### config.mk
export PLATFORM = sky130hd
export DESIGN_NAME = serctl_rx
export DESIGN_NICKNAME = d
export VERILOG_FILES = /design/src/rtl/serctl_pkg.sv /design/src/rtl/serctl_sync.sv /design/src/rtl/serctl_deser.sv /design/src/rtl/serctl_bank.sv /design/src/rtl/serctl_rx.sv
export SDC_FILE = /design/constraint.sdc
export NUM_CORES = 1
export LEC_CHECK = 0
export BUFFER_PORTS_ARGS = -buffer_cell sky130_fd_sc_hd__buf_2
export CAP_MARGIN = 20
export CORE_UTILIZATION = 38
export DETAILED_ROUTE_END_ITERATION = 6
export GPL_TIMING_DRIVEN = 0
export PLACE_DENSITY = 0.63
export REMOVE_ABC_BUFFERS = 1
export SYNTH_ARGS = -nofsm -noshare
export SYNTH_HDL_FRONTEND = slang
export SYNTH_HIERARCHICAL = 1
export SYNTH_SLANG_ARGS = --single-unit
### constraint.sdc
create_clock -name clk -period 2.6 [get_ports clk]
set_clock_uncertainty 0.2 [all_clocks]
set_input_delay 0 -clock clk [delete_from_list [all_inputs] [get_ports clk]]
set_output_delay 0 -clock clk [all_outputs]
set_load 0.05 [all_outputs]
### src/rtl/serctl_pkg.sv
package serctl_pkg;
  typedef enum logic [1:0] {
    CS_INIT  = 2'b00,
    CS_LEFT  = 2'b01,
    CS_RIGHT = 2'b10,
    CS_BOTH  = 2'b11
  } chan_sel_e;

  localparam int NUM_CH = 2;
endpackage

### src/rtl/serctl_sync.sv
module serctl_sync #(
  parameter int W      = 3,
  parameter int STAGES = 2
) (
  input  logic         clk,
  input  logic         rst_n,
  input  logic [W-1:0] d_in,
  output logic [W-1:0] d_out
);
  logic [STAGES-1:0][W-1:0] st;

  always_ff @(posedge clk or negedge rst_n) begin
    if (!rst_n) begin
      st <= '0;
    end else begin
      st[0] <= d_in;
      for (int i = 1; i < STAGES; i++) st[i] <= st[i-1];
    end
  end

  assign d_out = st[STAGES-1];
endmodule

### src/rtl/serctl_deser.sv
module serctl_deser #(
  parameter int ADDR_W = 8,
  parameter int DATA_W = 44
) (
  input  logic                       clk,
  input  logic                       rst_n,
  input  logic                       cs,
  input  logic                       sck,
  input  logic                       sd,
  output logic                       frame_stb,
  output logic [ADDR_W+DATA_W-1:0]   frame
);
  localparam int FRAME_W = ADDR_W + DATA_W;
  localparam int CNT_W   = $clog2(FRAME_W + 2);
  localparam logic [CNT_W-1:0] CNT_SAT  = CNT_W'(FRAME_W + 1);
  localparam logic [CNT_W-1:0] CNT_FULL = CNT_W'(FRAME_W);

  logic               cs_q, sck_q;
  logic [CNT_W-1:0]   cnt;
  logic [FRAME_W-1:0] sr;
  logic               sck_rise, cs_fall;

  assign sck_rise = sck & ~sck_q;
  assign cs_fall  = cs_q & ~cs;

  always_ff @(posedge clk or negedge rst_n) begin
    if (!rst_n) begin
      cs_q  <= 1'b0;
      sck_q <= 1'b0;
      cnt   <= '0;
      sr    <= '0;
    end else begin
      cs_q  <= cs;
      sck_q <= sck;
      if (!cs) begin
        cnt <= '0;
      end else if (sck_rise) begin
        sr <= {sd, sr[FRAME_W-1:1]};
        if (cnt != CNT_SAT) cnt <= cnt + 1'b1;
      end
    end
  end

  assign frame_stb = cs_fall && (cnt == CNT_FULL);
  assign frame     = sr;


  cnt_bound_chk: assert property (@(posedge clk) disable iff (!rst_n)
    cnt <= CNT_SAT);

  cnt_cleared_chk: assert property (@(posedge clk) disable iff (!rst_n)
    frame_stb |=> (cnt == '0));
endmodule

### src/rtl/serctl_bank.sv
module serctl_bank #(
  parameter int DATA_W = 44
) (
  input  logic              clk,
  input  logic              rst_n,
  input  logic              wr,
  input  logic [DATA_W-1:0] din,
  output logic [DATA_W-1:0] q,
  output logic              upd
);
  always_ff @(posedge clk or negedge rst_n) begin
    if (!rst_n) begin
      q   <= '0;
      upd <= 1'b0;
    end else begin
      upd <= wr;
      if (wr) q <= din;
    end
  end


  upd_pulse_chk: assert property (@(posedge clk) disable iff (!rst_n)
    upd |=> !upd);
endmodule

### src/rtl/serctl_rx.sv
module serctl_rx #(
  parameter int          ADDR_W    = 8,
  parameter int          DATA_W    = 44,
  parameter logic [7:0]  INIT_ADDR = 8'b1000_0001,
  parameter logic [7:0]  NORM_ADDR = 8'h41,
  parameter int          CSEL_LO   = 34,
  parameter logic [43:0] RSV_MASK  = 44'hF7000000000
) (
  input  logic              clk,
  input  logic              rst_n,
  input  logic              ser_cs,
  input  logic              ser_clk,
  input  logic              ser_dat,
  output logic [DATA_W-1:0] left_word,
  output logic [DATA_W-1:0] right_word,
  output logic              left_upd,
  output logic              right_upd,
  output logic              init_done,
  output logic              mute_req
);
  import serctl_pkg::*;

  localparam int FRAME_W = ADDR_W + DATA_W;

  logic [2:0]         sync_o;
  logic               frame_stb;
  logic [FRAME_W-1:0] frame;
  logic [ADDR_W-1:0]  addr;
  logic [DATA_W-1:0]  data;
  logic               is_init, is_norm;
  chan_sel_e          sel;
  logic [NUM_CH-1:0]  wr;
  logic [DATA_W-1:0]  word [NUM_CH];
  logic [NUM_CH-1:0]  upd;

  serctl_sync #(.W(3), .STAGES(2)) u_sync (
    .clk   (clk),
    .rst_n (rst_n),
    .d_in  ({ser_cs, ser_clk, ser_dat}),
    .d_out (sync_o)
  );

  serctl_deser #(.ADDR_W(ADDR_W), .DATA_W(DATA_W)) u_deser (
    .clk       (clk),
    .rst_n     (rst_n),
    .cs        (sync_o[2]),
    .sck       (sync_o[1]),
    .sd        (sync_o[0]),
    .frame_stb (frame_stb),
    .frame     (frame)
  );

  assign addr    = frame[ADDR_W-1:0];
  assign data    = frame[FRAME_W-1:ADDR_W];
  assign sel     = chan_sel_e'(data[CSEL_LO +: 2]);
  assign is_init = (addr == ADDR_W'(INIT_ADDR)) && (data == '0);
  assign is_norm = (addr == ADDR_W'(NORM_ADDR)) && init_done &&
                   ((data & DATA_W'(RSV_MASK)) == '0);

  assign wr[0] = frame_stb && (is_init || (is_norm && sel != CS_RIGHT));
  assign wr[1] = frame_stb && (is_init || (is_norm && sel != CS_LEFT));

  always_ff @(posedge clk or negedge rst_n) begin
    if (!rst_n) begin
      init_done <= 1'b0;
      mute_req  <= 1'b1;
    end else begin
      if (frame_stb && is_init) init_done <= 1'b1;
      if (frame_stb && is_norm) mute_req  <= 1'b0;
    end
  end

  for (genvar ch = 0; ch < NUM_CH; ch++) begin : g_bank
    serctl_bank #(.DATA_W(DATA_W)) u_bank (
      .clk   (clk),
      .rst_n (rst_n),
      .wr    (wr[ch]),
      .din   (data),
      .q     (word[ch]),
      .upd   (upd[ch])
    );
  end

  assign left_word  = word[0];
  assign right_word = word[1];
  assign left_upd   = upd[0];
  assign right_upd  = upd[1];


  init_sticky_chk: assert property (@(posedge clk) disable iff (!rst_n)
    init_done |=> init_done);

  mute_sticky_chk: assert property (@(posedge clk) disable iff (!rst_n)
    !mute_req |=> !mute_req);

  mute_needs_init_chk: assert property (@(posedge clk) disable iff (!rst_n)
    !mute_req |-> init_done);

  no_early_write_chk: assert property (@(posedge clk) disable iff (!rst_n)
    !init_done |=> ($stable(left_word) && $stable(right_word)));

  rsv_reject_chk: assert property (@(posedge clk) disable iff (!rst_n)
    (frame_stb && addr == ADDR_W'(NORM_ADDR) && (data & DATA_W'(RSV_MASK)) != '0)
      |=> (!left_upd && !right_upd));
endmodule

==> results of run 1 <==
## metal layers
metal,wire [um],track usage [%],vias to the layer above
li1,-,-,1626
met3,431,4.078,13
met5,0,0,-
met4,124,5.243,0
met2,6456,23.07,74
met1,6347,20.41,1881
## cells by family (layout without fill, tap and decap cells)
| logic type | count (synthesis) | after routing | synth area share, % |
|---|---|---|---|
| AND/OR/NAND/NOR | 41 | 41 | 4.308 |
| multiplexers | 141 | 141 | 30.52 |
| flip-flops | 158 | 158 | 58.19 |
| buffers and inverters | 25 | 165 | 5.155 |
| AO/OA/AOI/OAI | 12 | 12 | 1.270 |
| adder cells (fa/ha/maj) | 3 | 3 | 0.5523 |
## worst paths after layout
kind                                                 endpoint  slack, ns  depth (start not counted)
min                                    u_sync/st[2]$_DFF_PN0_       0.03                          2
max in group asynchronous                mute_req$_DFFE_PN1P_       0.82                          4
max reg2reg                g_bank[0].u_bank/q[35]$_DFFE_PN0P_      -0.23                         11
max                        g_bank[0].u_bank/q[35]$_DFFE_PN0P_      -0.23                         11
min in group asynchronous  g_bank[0].u_bank/q[24]$_DFFE_PN0P_       0.49                          3
min reg2reg                         u_sync/d_out[2]$_DFF_PN0_       0.15                          0
## worst max-delay path, stage by stage, from the launching register on
cell and delay (ns):
dfrtp_1 0.39, and4b_2 0.32, and4_1 0.20, nor4b_4 0.18, and4_4 0.28, nand4_1 0.10
buf_6 0.16, o22ai_4 0.18, buf_4 0.15, buf_12 0.13, clkbuf_16 0.16, mux2_4 0.30
## flip-flops by register name (all words and copies together), names as in the netlist
signal             flops
mute_req               1
u_deser/cs_q           1
u_deser/sck_q          1
u_sync/st              3
u_deser/cnt            6
u_deser/frame         52
g_bank.u_bank/upd      2
init_done              1
u_sync/d_out           3
g_bank.u_bank/q       88
## area by class of cell
type                    count  area [um2]  area share, %
flip-flops and latches    158        3955          46.59
multi-input cells         197        2562          30.18
repair buffers            133        1116          13.15
clock buffers              22       474.2          5.586
well taps                 225       281.5          3.316
clock inverters             7       88.84          1.046
inverters                   3       11.26         0.1326
## cells in the mapped netlist, types with 2 or more instances
master / count / area share [%]
buf_6: 4 / 0.66
mux2_4: 130 / 29
buf_4: 4 / 0.44
buf_12: 13 / 3.8
mux2_2: 10 / 1.7
nor4b_1: 3 / 0.39
a2111o_1: 2 / 0.33
and4_1: 3 / 0.39
o22ai_1: 2 / 0.18
nand2_1: 4 / 0.22
ha_1: 3 / 0.55
inv_1: 2 / 0.11
dfrtp_1: 157 / 58
nor2b_1: 2 / 0.18
nor4_1: 6 / 0.55
nand3_1: 7 / 0.52
nand4_1: 3 / 0.28
nor4_2: 3 / 0.55
a21oi_1: 2 / 0.15
o21ai_0: 2 / 0.15
## through the flow
| stage | power (mW) | util [%] | hold slack, ns | TNS, ns | setup slack [ns] |
|---|---|---|---|---|---|
| 6_report | 5.290 | 48.91 | 0.02767 | -15.46 | -0.2347 |
| 3_3_place_gp | 2.895 | 41.59 | -0.09125 | -631.44 | -4.995 |
| 5_1_grt | 5.502 | 48.91 | 0.009765 | -25.05 | -0.3505 |
| 3_5_place_dp | 2.914 | 43.07 | -0.1541 | -68.10 | -0.9438 |
| 4_1_cts | 5.371 | 48.66 | 0.001913 | -19.19 | -0.2778 |
| 2_1_floorplan | 2.786 | - | -0.4956 | -297.87 | -3.111 |
## report_power, final
group	internal, mW	switching (mW)	total (mW)
Clock	1.47	0.943	2.41
Combinational	0.132	0.107	0.239
Sequential	2.53	0.113	2.64
Total	4.13	1.16	5.29
## repair_timing
item	in CTS	in global routing
setup endpoints to repair	90	90
endpoints found under the hold margin	160	0
gates cloned	3	4
buffers inserted	17	3
resized for setup	16	4
hold buffers	6	0
pin swaps	4	4
==> flow_metrics.tcl, run 1 <==
set metrics [dict create \
    antenna_found_initial 0 \
    ir_drop_v 0.0004287 \
    cellPowerDensity_nw_per_um2 623.2 \
    grt_use_total_pct 15.04 \
    layout.cells.most_common "dfrtp_1" \
    die_area_um2 18420 \
    clock.fmax_mhz 352.8 \
    cts_buffers 17 \
    critical_path_class "reg2reg" \
    synth-edff-count 0 \
    grt_pass1_wl_um 20730 \
    syn_to_final_growth_pct 24.91 \
    ys_seq_area_share_pct 58.19 \
    synth_flop_cell "dfrtp_1" \
    crit_start "u_deser/cnt[3]$_DFFE_PN0P_" \
    slew_viol_final 0 \
    via_count 3594 \
    wirelength_um 13360 \
    vias_per_cell 4.824 \
    gp_congestion 0.6817 \
    grt_max_degree 90 \
    ys_ff_latch 158 \
    endpoint_kind "flop" \
    core-area_um2 17360 \
    cts_root_buf "clkbuf_16" \
    die_width_um 135.7 \
    nFillCells 1506 \
    final_cell_mix "dfrtp_1 (157), mux2_4 (136), buf_2 (95)" \
    synth_cells 380 \
    final_hold_viol_count 0 \
    port_buffers 96 \
    status "finished with violations" \
    overflow 0 \
    clockBufferDepth 2 \
    path_clk_slew_ns 0.06 \
    cts_max_level 4 \
    relSlewSlack_pct 56.14 \
    grt_pass1_vias 3682 \
    worst_slew_pin_slew_ns 0.6579 \
    dr.pass1.iters 5 \
    drive_above_1_share_pct 59.42 \
    crit_fanout 6 \
    post-route-period-util_pct 109.0 \
    avgRoutedWirePerCell_um 17.93 \
    setup_viol 88 \
    diodes 0 \
    yosys.cell_types.count 38 \
    final.setup.worst_slack_ns -0.2347 \
    clkSinkCount 158 \
    drtIter0Drc 153 \
    ant_nets 0 \
    leakagePower_nw 4.429 \
    holdCritStartpoint "ser_cs" \
    async_reset_ff_share_pct 100.0 \
    clk_latency_ns 0.41 \
    syn_area_per_cell_um2 17.89 \
    worst_r2r_startpoint "u_deser/cnt[3]$_DFFE_PN0P_" \
    die_h_um 135.7 \
    cp.arrival_ns 2.93 \
    ios 97 \
    fin_nets 518 \
    cts_tree "built" \
    route.detailed.drc 0 \
    cap_violations 0 \
    hp-class "in2reg" \
    postPlaceCellArea_um2 7476 \
    initial_core_util_pct 39.16 \
    violations "setup timing" \
    syn-cell-area_um2 6797 \
    rsz0062_at_grt "true" \
    placed_cells 687 \
    start_kind "flop" \
    dp_hpwl_um 8072 \
    final_area_um2 8489 \
    rows 48 \
    layout.cells.non_filler 745 \
    critPathRequiredTime_ns 2.70 \
    fin_crit_ns 2.835 \
    yosys_warnings 6 \
]
Power figures use the tool's default switching activity.
==> run 2: changes to the inputs <==
CORE_UTILIZATION = 51   (was 38)
PLACE_DENSITY = 0.79   (was 0.63)
==> run 2 against run 1 <==
  * The flow still finishes with violations (setup timing)
  * Sequential power is essentially flat
  * Flip-flop and latch count did not move
  * Power is 3.4% higher
  * Global-route usage up 4.3 points
  * Via count is 1.1% higher
  * Worst setup slack improved by 0.068 ns
  * Die area decreased by 25%
  * Clock power rose by 7%
  * Clock-buffer cell count decreased by 1
  * Utilization rose by 17 points
  * Routed wire length fell by 1.6%
  * Final cell count is 7.2% lower
  * Critical endpoint is now g_bank[1].u_bank/q[21]$_DFFE_PN0P_
  * Largest cell class unchanged
  * Highest routed layer unchanged
==> flow_metrics.tcl, run 2 (synthesized netlist as in run 1, its figures left out) <==
set metrics [dict create \
    cap_violations 0 \
    violations "setup timing" \
    clk_latency_ns 0.42 \
    hp-class "in2reg" \
    syn_to_final_growth_pct 23.99 \
    final.setup.worst_slack_ns -0.1666 \
    grt_pass1_vias 3729 \
    cp.arrival_ns 2.87 \
    die_width_um 117.4 \
    initial_core_util_pct 53.00 \
    fin_crit_ns 2.767 \
    vias_per_cell 5.258 \
    p_int_mw 4.289 \
    via_count 3633 \
    largest_register_ff_count 88 \
    start_kind "flop" \
    final_cell_mix "dfrtp_1 (156), mux2_4 (138), buf_2 (95)" \
    final_hold_viol_count 0 \
    p_comb_share_pct 4.6 \
    grt_use_total_pct 19.38 \
    cts_tree "built" \
    cellPowerDensity_nw_per_um2 649.2 \
    worst_r2r_startpoint "u_deser/cnt[3]$_DFFE_PN0P_" \
    dr.pass1.iters 5 \
    rows 41 \
    endpoint_kind "flop" \
    layout.cells.non_filler 691 \
    die_h_um 117.4 \
    holdWs_ns 0.02038 \
    route.detailed.drc 0 \
    setup_viol 88 \
    path_clk_slew_ns 0.06 \
    wirelength_um 13150 \
    avgRoutedWirePerCell_um 19.02 \
    pwr-share-seq_pct 48.2 \
    crit_start "u_deser/cnt[3]$_DFFE_PN0P_" \
    clockBufferDepth 2 \
    critPathRequiredTime_ns 2.70 \
    grt_pass1_wl_um 20510 \
    ir_drop_v 0.0003570 \
    drive_above_1_share_pct 59.34 \
    cts_max_level 4 \
    drtIter0Drc 166 \
    worst_slew_pin_slew_ns 0.5789 \
    cts_root_buf "clkbuf_16" \
    holdCritStartpoint "ser_cs" \
    final_area_um2 8427 \
    gp_congestion 0.7432 \
    post-route-period-util_pct 106.4 \
    dp_hpwl_um 7808 \
    netSwitchingFraction_pct 21.59 \
    postPlaceCellArea_um2 7325 \
    status "finished with violations" \
    relSlewSlack_pct 61.40 \
    pre_cts_ws_ns -0.7806 \
    port_buffers 96 \
    cts_buffers 17 \
    placed_cells 632 \
    clkSinkCount 158 \
    diodes 0 \
    rsz0062_at_grt "true" \
    overflow 0 \
    finalPower_mw 5.470 \
    crit_fanout 10 \
    critical_path_class "reg2reg" \
    die_area_um2 13790 \
    grt_max_degree 95 \
    power.switching_mw 1.181 \
    layout.cells.most_common "dfrtp_1" \
    clock.fmax_mhz 361.5 \
    slew_viol_final 0 \
    leakagePower_nw 4.423 \
    ios 97 \
    ant_nets 0 \
    core-area_um2 12820 \
    fin_nets 515 \
    regMostFlops "g_bank.u_bank/q" \
    clkPwrFrac_pct 47.2 \
    antenna_found_initial 0 \
]
==> run 2: stage by stage <==
stage | TNS, ns | util (%)
after floorplan | -297.87 | -
after detailed placement | -63.11 | 57.11
after CTS | -12.16 | 64.14
after global routing | -21.25 | 65.71
final | -11.21 | 65.71
after global placement | -597.27 | 55.78
==> run 2: what timing repair did <==
| action | CTS | global route |
|---|---|---|
| cloned | 4 | 5 |
| buffers inserted | 8 | 5 |
| setup endpoints to repair | 90 | 88 |
| hold endpoints to repair | 160 | 0 |
| hold buffers | 6 | 0 |
| resized for setup | 18 | 10 |
| pin swaps | 5 | 1 |
==> run 2: path summary, 6_finish.rpt <==
path / end / slack [ns] / cells past startpoint
max: g_bank[1].u_bank/q[21]$_DFFE_PN0P_ / -0.17 / 10
min: u_sync/st[2]$_DFF_PN0_ / 0.02 / 2
min reg2reg: u_sync/d_out[0]$_DFF_PN0_ / 0.16 / 0
min in group asynchronous: g_bank[0].u_bank/q[5]$_DFFE_PN0P_ / 0.49 / 3
max reg2reg: g_bank[1].u_bank/q[21]$_DFFE_PN0P_ / -0.17 / 10
max in group asynchronous: u_deser/cnt[0]$_DFFE_PN0P_ / 0.87 / 4
==> run 2: power groups by stage <==
stage	sequential (mW)	clock [mW]	combinational [mW]
floorplan	2.64	0	0.151
global placement	2.67	0	0.216
detailed placement	2.68	0	0.238
CTS	2.64	2.64	0.250
global route	2.65	2.76	0.272
finish	2.64	2.58	0.251
==> run 2: cell type report <==
type / count / area (um2)
Clock buffer: 21 / 450.4
Timing Repair Buffer: 130 / 1060
Tap cell: 172 / 215.2
Fill cell: 907 / 4398
Multi-Input combinational cell: 197 / 2570
Inverter: 3 / 11.26
Clock inverter: 10 / 163.9
Sequential cell: 158 / 3956
==> run 2: critical path, cell delays in order, from the launching register on <==
cell and delay (ns):
dfrtp_1 0.39, and4b_2 0.31, and4_1 0.20, nor4b_4 0.20, and4_4 0.26, nand4_1 0.09, buf_6 0.16, o22ai_4 0.20
buf_6 0.18, buf_12 0.16, mux2_4 0.31
==> run 2: routing by layer <==
layer | vias up | part of all wire, % | global-route usage [%]
li1 | 1626 | - | -
met1 | 1912 | 46 | 25.63
met2 | 80 | 49 | 30.77
met3 | 15 | 2.9 | 4.767
met4 | 0 | 1.4 | 7.549
met5 | - | 0 | 0
